==> config.mk <==
export PLATFORM = sky130hd
export DESIGN_NAME = wcs_status_rdout
export DESIGN_NICKNAME = d
export VERILOG_FILES = /design/src/rtl/wcs_pkg.sv /design/src/rtl/wcs_strobe_edge.sv /design/src/rtl/wcs_toggle.sv /design/src/rtl/wcs_resp_mux.sv /design/src/rtl/wcs_status_rdout.sv
export SDC_FILE = /design/constraint.sdc
export NUM_CORES = 1
export LEC_CHECK = 0
export BUFFER_PORTS_ARGS = -buffer_cell sky130_fd_sc_hd__buf_2
export CAP_MARGIN = 25
export CORE_MARGIN = 2
export CORE_UTILIZATION = 38
export DETAILED_ROUTE_END_ITERATION = 8
export PLACE_DENSITY = 0.84
export SLEW_MARGIN = 20
export SYNTH_ARGS = -nofsm -noshare
export SYNTH_HDL_FRONTEND = slang
export SYNTH_SLANG_ARGS = --single-unit
==> constraint.sdc <==
create_clock -name clk -period 2.79 [get_ports clk]
set_input_delay 0.1395 -clock clk [delete_from_list [all_inputs] [get_ports clk]]
set_output_delay 0.1395 -clock clk [all_outputs]
set_load 0.02 [all_outputs]
==> src/rtl/wcs_pkg.sv <==
package wcs_pkg;

    typedef enum logic [1:0] {
        RK_ARRAY       = 2'd0,
        RK_WRITE_MATCH = 2'd1,
        RK_WRITE_OTHER = 2'd2,
        RK_ERASE       = 2'd3
    } rd_kind_e;

endpackage

==> src/rtl/wcs_strobe_edge.sv <==
module wcs_strobe_edge (
    input  logic clk,
    input  logic rst_n,
    input  logic req,
    output logic fire
);
    typedef struct packed {
        logic req;
    } edge_st_t;

    edge_st_t st_d, st_q;

    always_comb begin
        st_d     = st_q;
        st_d.req = req;
        fire     = req && !st_q.req;
    end

    always_ff @(posedge clk or negedge rst_n) begin
        if (!rst_n) begin
            st_q <= '0;
        end else begin
            st_q <= st_d;
        end
    end
endmodule

==> src/rtl/wcs_toggle.sv <==
module wcs_toggle (
    input  logic clk,
    input  logic rst_n,
    input  logic busy,
    input  logic advance,
    output logic tog
);
    typedef struct packed {
        logic tog;
    } tog_st_t;

    tog_st_t st_d, st_q;

    always_comb begin
        st_d = st_q;
        if (!busy) begin
            st_d.tog = 1'b1;
        end else if (advance) begin
            st_d.tog = !st_q.tog;
        end
        tog = st_q.tog;
    end

    always_ff @(posedge clk or negedge rst_n) begin
        if (!rst_n) begin
            st_q <= '{tog: 1'b1};
        end else begin
            st_q <= st_d;
        end
    end
endmodule

==> src/rtl/wcs_resp_mux.sv <==
module wcs_resp_mux
    import wcs_pkg::*;
#(
    parameter int AW = 17,
    parameter int DW = 8
) (
    input  logic          busy,
    input  logic          erase,
    input  logic [AW-1:0] rd_addr,
    input  logic [AW-1:0] last_addr,
    input  logic [DW-1:0] last_data,
    input  logic [DW-1:0] arr_data,
    input  logic          tog,
    output rd_kind_e      kind,
    output logic [DW-1:0] data
);
    localparam int POLL_BIT = DW - 1;
    localparam int TOG_BIT  = DW - 2;

    always_comb begin
        if (!busy) begin
            kind = RK_ARRAY;
        end else if (erase) begin
            kind = RK_ERASE;
        end else if (rd_addr == last_addr) begin
            kind = RK_WRITE_MATCH;
        end else begin
            kind = RK_WRITE_OTHER;
        end
    end

    always_comb begin
        data = '0;
        unique case (kind)
            RK_ARRAY: begin
                data = arr_data;
            end
            RK_WRITE_MATCH: begin
                data[POLL_BIT] = !last_data[POLL_BIT];
                data[TOG_BIT]  = tog;
            end
            RK_WRITE_OTHER: begin
                data[TOG_BIT]  = tog;
            end
            RK_ERASE: begin
                data[TOG_BIT]  = tog;
            end
            default: data = '0;
        endcase
    end
endmodule

==> src/rtl/wcs_status_rdout.sv <==
module wcs_status_rdout
    import wcs_pkg::*;
#(
    parameter int AW = 17,
    parameter int DW = 8
) (
    input  logic          clk,
    input  logic          rst_n,
    input  logic          busy,
    input  logic          erase,
    input  logic [AW-1:0] last_addr,
    input  logic [DW-1:0] last_data,
    input  logic          rd_req,
    input  logic [AW-1:0] rd_addr,
    input  logic [DW-1:0] arr_data,
    output logic          rd_vld,
    output logic [DW-1:0] rd_data
);
    typedef struct packed {
        logic          vld;
        logic [DW-1:0] data;
    } out_st_t;

    out_st_t       st_d, st_q;
    logic          fire;
    logic          tog;
    rd_kind_e      kind;
    logic [DW-1:0] resp;

    wcs_strobe_edge u_edge (
        .clk   (clk),
        .rst_n (rst_n),
        .req   (rd_req),
        .fire  (fire)
    );

    wcs_toggle u_tog (
        .clk     (clk),
        .rst_n   (rst_n),
        .busy    (busy),
        .advance (fire && (kind != RK_ARRAY)),
        .tog     (tog)
    );

    wcs_resp_mux #(.AW(AW), .DW(DW)) u_mux (
        .busy      (busy),
        .erase     (erase),
        .rd_addr   (rd_addr),
        .last_addr (last_addr),
        .last_data (last_data),
        .arr_data  (arr_data),
        .tog       (tog),
        .kind      (kind),
        .data      (resp)
    );

    always_comb begin
        st_d     = st_q;
        st_d.vld = fire;
        if (fire) begin
            st_d.data = resp;
        end
    end

    always_ff @(posedge clk or negedge rst_n) begin
        if (!rst_n) begin
            st_q <= '0;
        end else begin
            st_q <= st_d;
        end
    end

    assign rd_vld  = st_q.vld;
    assign rd_data = st_q.data;
endmodule

Word level (Yosys, flattened, before mapping):

Cells that the tools add are included.

* muxes and demuxes: 8
* reductions and logical operators: 8
* equality and inequality tests: 5

Operators with widths (count)
* 17-bit == test: 1
* 2-bit two-way mux: 3
* 6-bit two-way mux: 1
* 2-bit == test, second input constant: 2
* 1-bit case mux with 2 select lines: 2
* 1-bit logical NOT: 3
* 3-bit OR reduction: 1
* 2-bit by 1-bit == test with 1-bit output, second input constant: 1
* 1-bit logical AND: 2
* 2-bit logical NOT: 1
* 1-bit two-way mux: 2
* 2-bit by 1-bit != test with 1-bit output, second input constant: 1
* 2-bit nonzero test: 1

* input bits: 55
* register bits: 11
* logic and storage cells: 25

Depth between registers and ports, before layout:

* depth after elaboration: 8
* mapped depth: 5
* gate-level depth less buffers: 4

By module:

A second synthesis with hierarchy kept.

* cells, all modules: 64
* area, all modules: 729.4 um^2

Modules (own cells, without submodules)
* wcs_status_rdout: times used 1, area each 364.1 um^2, cells an instance 19, seq. area each 225.2 um^2
* wcs_resp_mux: times used 1, area each 287.8 um^2, cells an instance 40, seq. area each 0.0 um^2
* wcs_strobe_edge: times used 1, area each 38.8 um^2, cells an instance 2, seq. area each 25.0 um^2
* wcs_toggle: times used 1, area each 38.8 um^2, cells an instance 3, seq. area each 26.3 um^2

Worst setup path after synthesis:

No wires, ideal clock.

* path kind: register to register
* start: register u_edge.st_q
* end: register st_q (netlist bit rd_data[7])
* data required time: 2.714 ns
* slack: 1.717 ns
* setup time: 0.076 ns
* period minus slack after synthesis: 1.073 ns
* data arrival time: 0.997 ns
* cell stages (with the launch flop): 6
* cell sequence: dfrtp_1 -> nand2b_4 -> buf_6 -> nor4b_4 -> nand4_1 -> o21ai_1

* word-level cells in the longest chain between the ends: 2

RTL lines
* start: declaration: RTL line wcs_strobe_edge.sv:11 `edge_st_t st_d, st_q;`
* start signal: assignment: RTL line wcs_strobe_edge.sv:23 `st_q <= st_d;`
* 1-bit logical NOT: RTL line wcs_strobe_edge.sv:16 `fire = req && !st_q.req;`
* 1-bit logical AND: RTL line wcs_strobe_edge.sv:16
* end signal: assignment: RTL line wcs_status_rdout.sv:69 `st_q <= st_d;`
* end: declaration: RTL line wcs_status_rdout.sv:24 `out_st_t st_d, st_q;`

Every way passes these cells.
A chain may end at the register's enable or synchronous reset.

Worst setup path in the final report:

Ends and elaborated chain as after synthesis.

==> metrics <==
outcome complete, no violations; minimum clock period 1.14 ns; flop2flop setup slack 1.65 ns; slowest cell on the critical path dfrtp_1; IO Port Bufs 56; Crit Path Max Fanout 19; sw frac 29.1%; unrepaired setup endpoints after global routing false; clock share of power 26.4%; CTS tree built; CP Launch Type flop; Remaining Overflow, GRT 0; total power 405 µW; sequential share of power 45.1%; Die W 45.7 µm; Total Neg Setup Slack 0 ns; # diodes 0; Setup crit start u_edge.st_q$_DFF_PN0_; CP Class reg2reg; crit-path leading delay family simple AND/OR/NAND/NOR gates; CTS root buffer clkbuf_4; Achievable Freq 0.877 GHz; Hold Path Class in2reg; Final WS setup 1.65 ns; final setup fails 0; worst r2r src u_edge.st_q$_DFF_PN0_; final hold violation count 0; die area 2090 µm²; WL per Instance 9.99 µm; DP Worst Slack 1.65 ns; post-DR vias/cell 4.67; worst endpoint required time 2.98 ns; syn_nets 121; Pwr Density 414 nW/µm²; Final period util 40.9%; Pre-antenna DRT Iters 2; worst-case clock buffer depth 2; CTS Buf Count 3; Final Util 57.9%; H-tree levels 1; Iteration-0 DRC Markers 3; Final Skew 0.000873 ns; total track usage 14.7%; CP Cell Sequence nand2b_4 -> nor4b_4 -> nand4_1 -> o21ai_1; WHS 0.0214 ns; WP buf/inv 0; final wirelength 1410 µm; Syn Std Cell Area 662 µm²; maximum VDD drop 0.000165 V; Worst EP arrival 1.33 ns; synthesis warning total 0; P_int 287 µW; dpl hpwl 1200 µm; initial antenna violation count 0; nets 180; Slew headroom 83.3%; initial core utilization 39.2%; Hold Startpoint rd_req; largest net degree at the start of global routing 20; Ports 64; Final Wtd Congestion 0.728; Max-Cap Viols 0; clk_lat worst skew 0.27 ns; # rows 15; first-pass GRT wire length 2150 µm; post-cts sizing count 0; Logic pwr share 28.5%; most common cell after layout, fill and taps aside buf_2; Yosys reg bits 11; max-slew violations 0; measured slew at the worst slew-check pin 0.249 ns; commonest cells after routing, fill and taps aside buf_2 (56), xor2_1 (16), dfrtp_1 (10); CP Capture Type flop; DR DRC count 0; Seq/Total Area, Yosys 41.8%; switching power 118 µW; Area Overhead vs Synth 47.8%; post-synthesis cell type count 20; Worst path max stage delay 0.37 ns; vias in the first global route 574; total number of vias 658; leakage power 0.000530 µW; chip height 45.7 µm; share of cells above drive strength 1 50.0%; clock transition at the registers of the reported paths 0.07 ns; Mapped Cells 66; CTS Sinks 11; Core Box Area 1690 µm²; Antenna Nets Post-Route 0; # fillers 158; Avg Cell Area, Syn 10.0 µm²
## power by group through the flow
stage | logic [µW] | registers, µW | clock network, µW
after detailed placement | 116 | 186 | 0
after floorplan | 41.2 | 203 | 0
final | 115 | 182 | 107
after global routing | 129 | 184 | 122
after CTS | 118 | 183 | 115
after global placement | 112 | 185 | 0
## state kept, by name, summed over array words and instances (netlist names)
| signal | cells |
|---|---|
| rd_data | 8 |
| rd_vld | 1 |
| u_edge.st_q | 1 |
| u_tog.tog | 1 |
## logic make-up after synthesis
family	Yosys count	synth area share, %
compound gates	9	6.80
xor+xnor	18	23.8
buf+inv	4	3.78
flops	11	41.8
mux	1	1.51
simple gates	23	22.3
## metal layers
| metal | wire [µm] | share of wire, % | vias up | global-route usage (%) |
|---|---|---|---|---|
| met3 | 168 | 12 | 2 | 3.97 |
| met2 | 707 | 50 | 45 | 26.8 |
| li1 | - | - | 334 | - |
| met5 | 0 | 0 | - | 0 |
| met1 | 519 | 37 | 277 | 15.4 |
| met4 | 14 | 0.99 | 0 | 6.86 |
## cell type report
class | instances | area [µm²] | area share, %
multi-input cells | 51 | 360 | 36.8
repair buffers | 57 | 290 | 29.7
inverters | 1 | 3.75 | 0.384
well taps | 17 | 21.3 | 2.17
flip-flops and latches | 11 | 277 | 28.3
clock buffers | 4 | 26.3 | 2.69
## stage by stage
stage	instances	cell area (µm²)
3_3_place_gp	136	942
6_report	141	978
2_1_floorplan	66	662
4_1_cts	141	978
3_5_place_dp	136	942
5_1_grt	141	978
## worst reg2reg max path, cell delays in order, from the launching register on
cell and delay [ns]:
dfrtp_1 0.37, nand2b_4 0.22, nor4b_4 0.23, nand4_1 0.11, o21ai_1 0.14
## repair_timing
item	in CTS	in global routing
hold buffers	1	0
buffers inserted	0	0
endpoints found under the hold margin	11	0
## cells in the mapped netlist, drive strengths merged
library cell  instances  area share (%)
xor2                 16              21
dfrtp                10              38
nand2                 8             4.5
o21ai                 8             6.0
nand2b                7             7.8
buf                   3             3.2
nor4                  3             2.8
xnor2                 2             2.6
a21oi                 1            0.76
dfstp                 1             4.0
inv                   1            0.57
mux2i                 1             1.5
nand3                 1            0.76
nand4                 1            0.95
nor3                  1            0.76
nor3b                 1             1.1
nor4b                 1             3.6
## final timing paths
check	endpoint	cells after the start
setup / recovery	rd_data[7]$_DFFE_PN0P_	4
hold / removal	u_edge.st_q$_DFF_PN0_	1
setup reg to reg	rd_data[7]$_DFFE_PN0P_	4
hold reg to reg	rd_data[2]$_DFFE_PN0P_	2
max in group asynchronous	u_tog.tog$_DFFE_PN1P_	2
min in group asynchronous	rd_data[5]$_DFFE_PN0P_	2
Power figures use the tool's default switching activity.
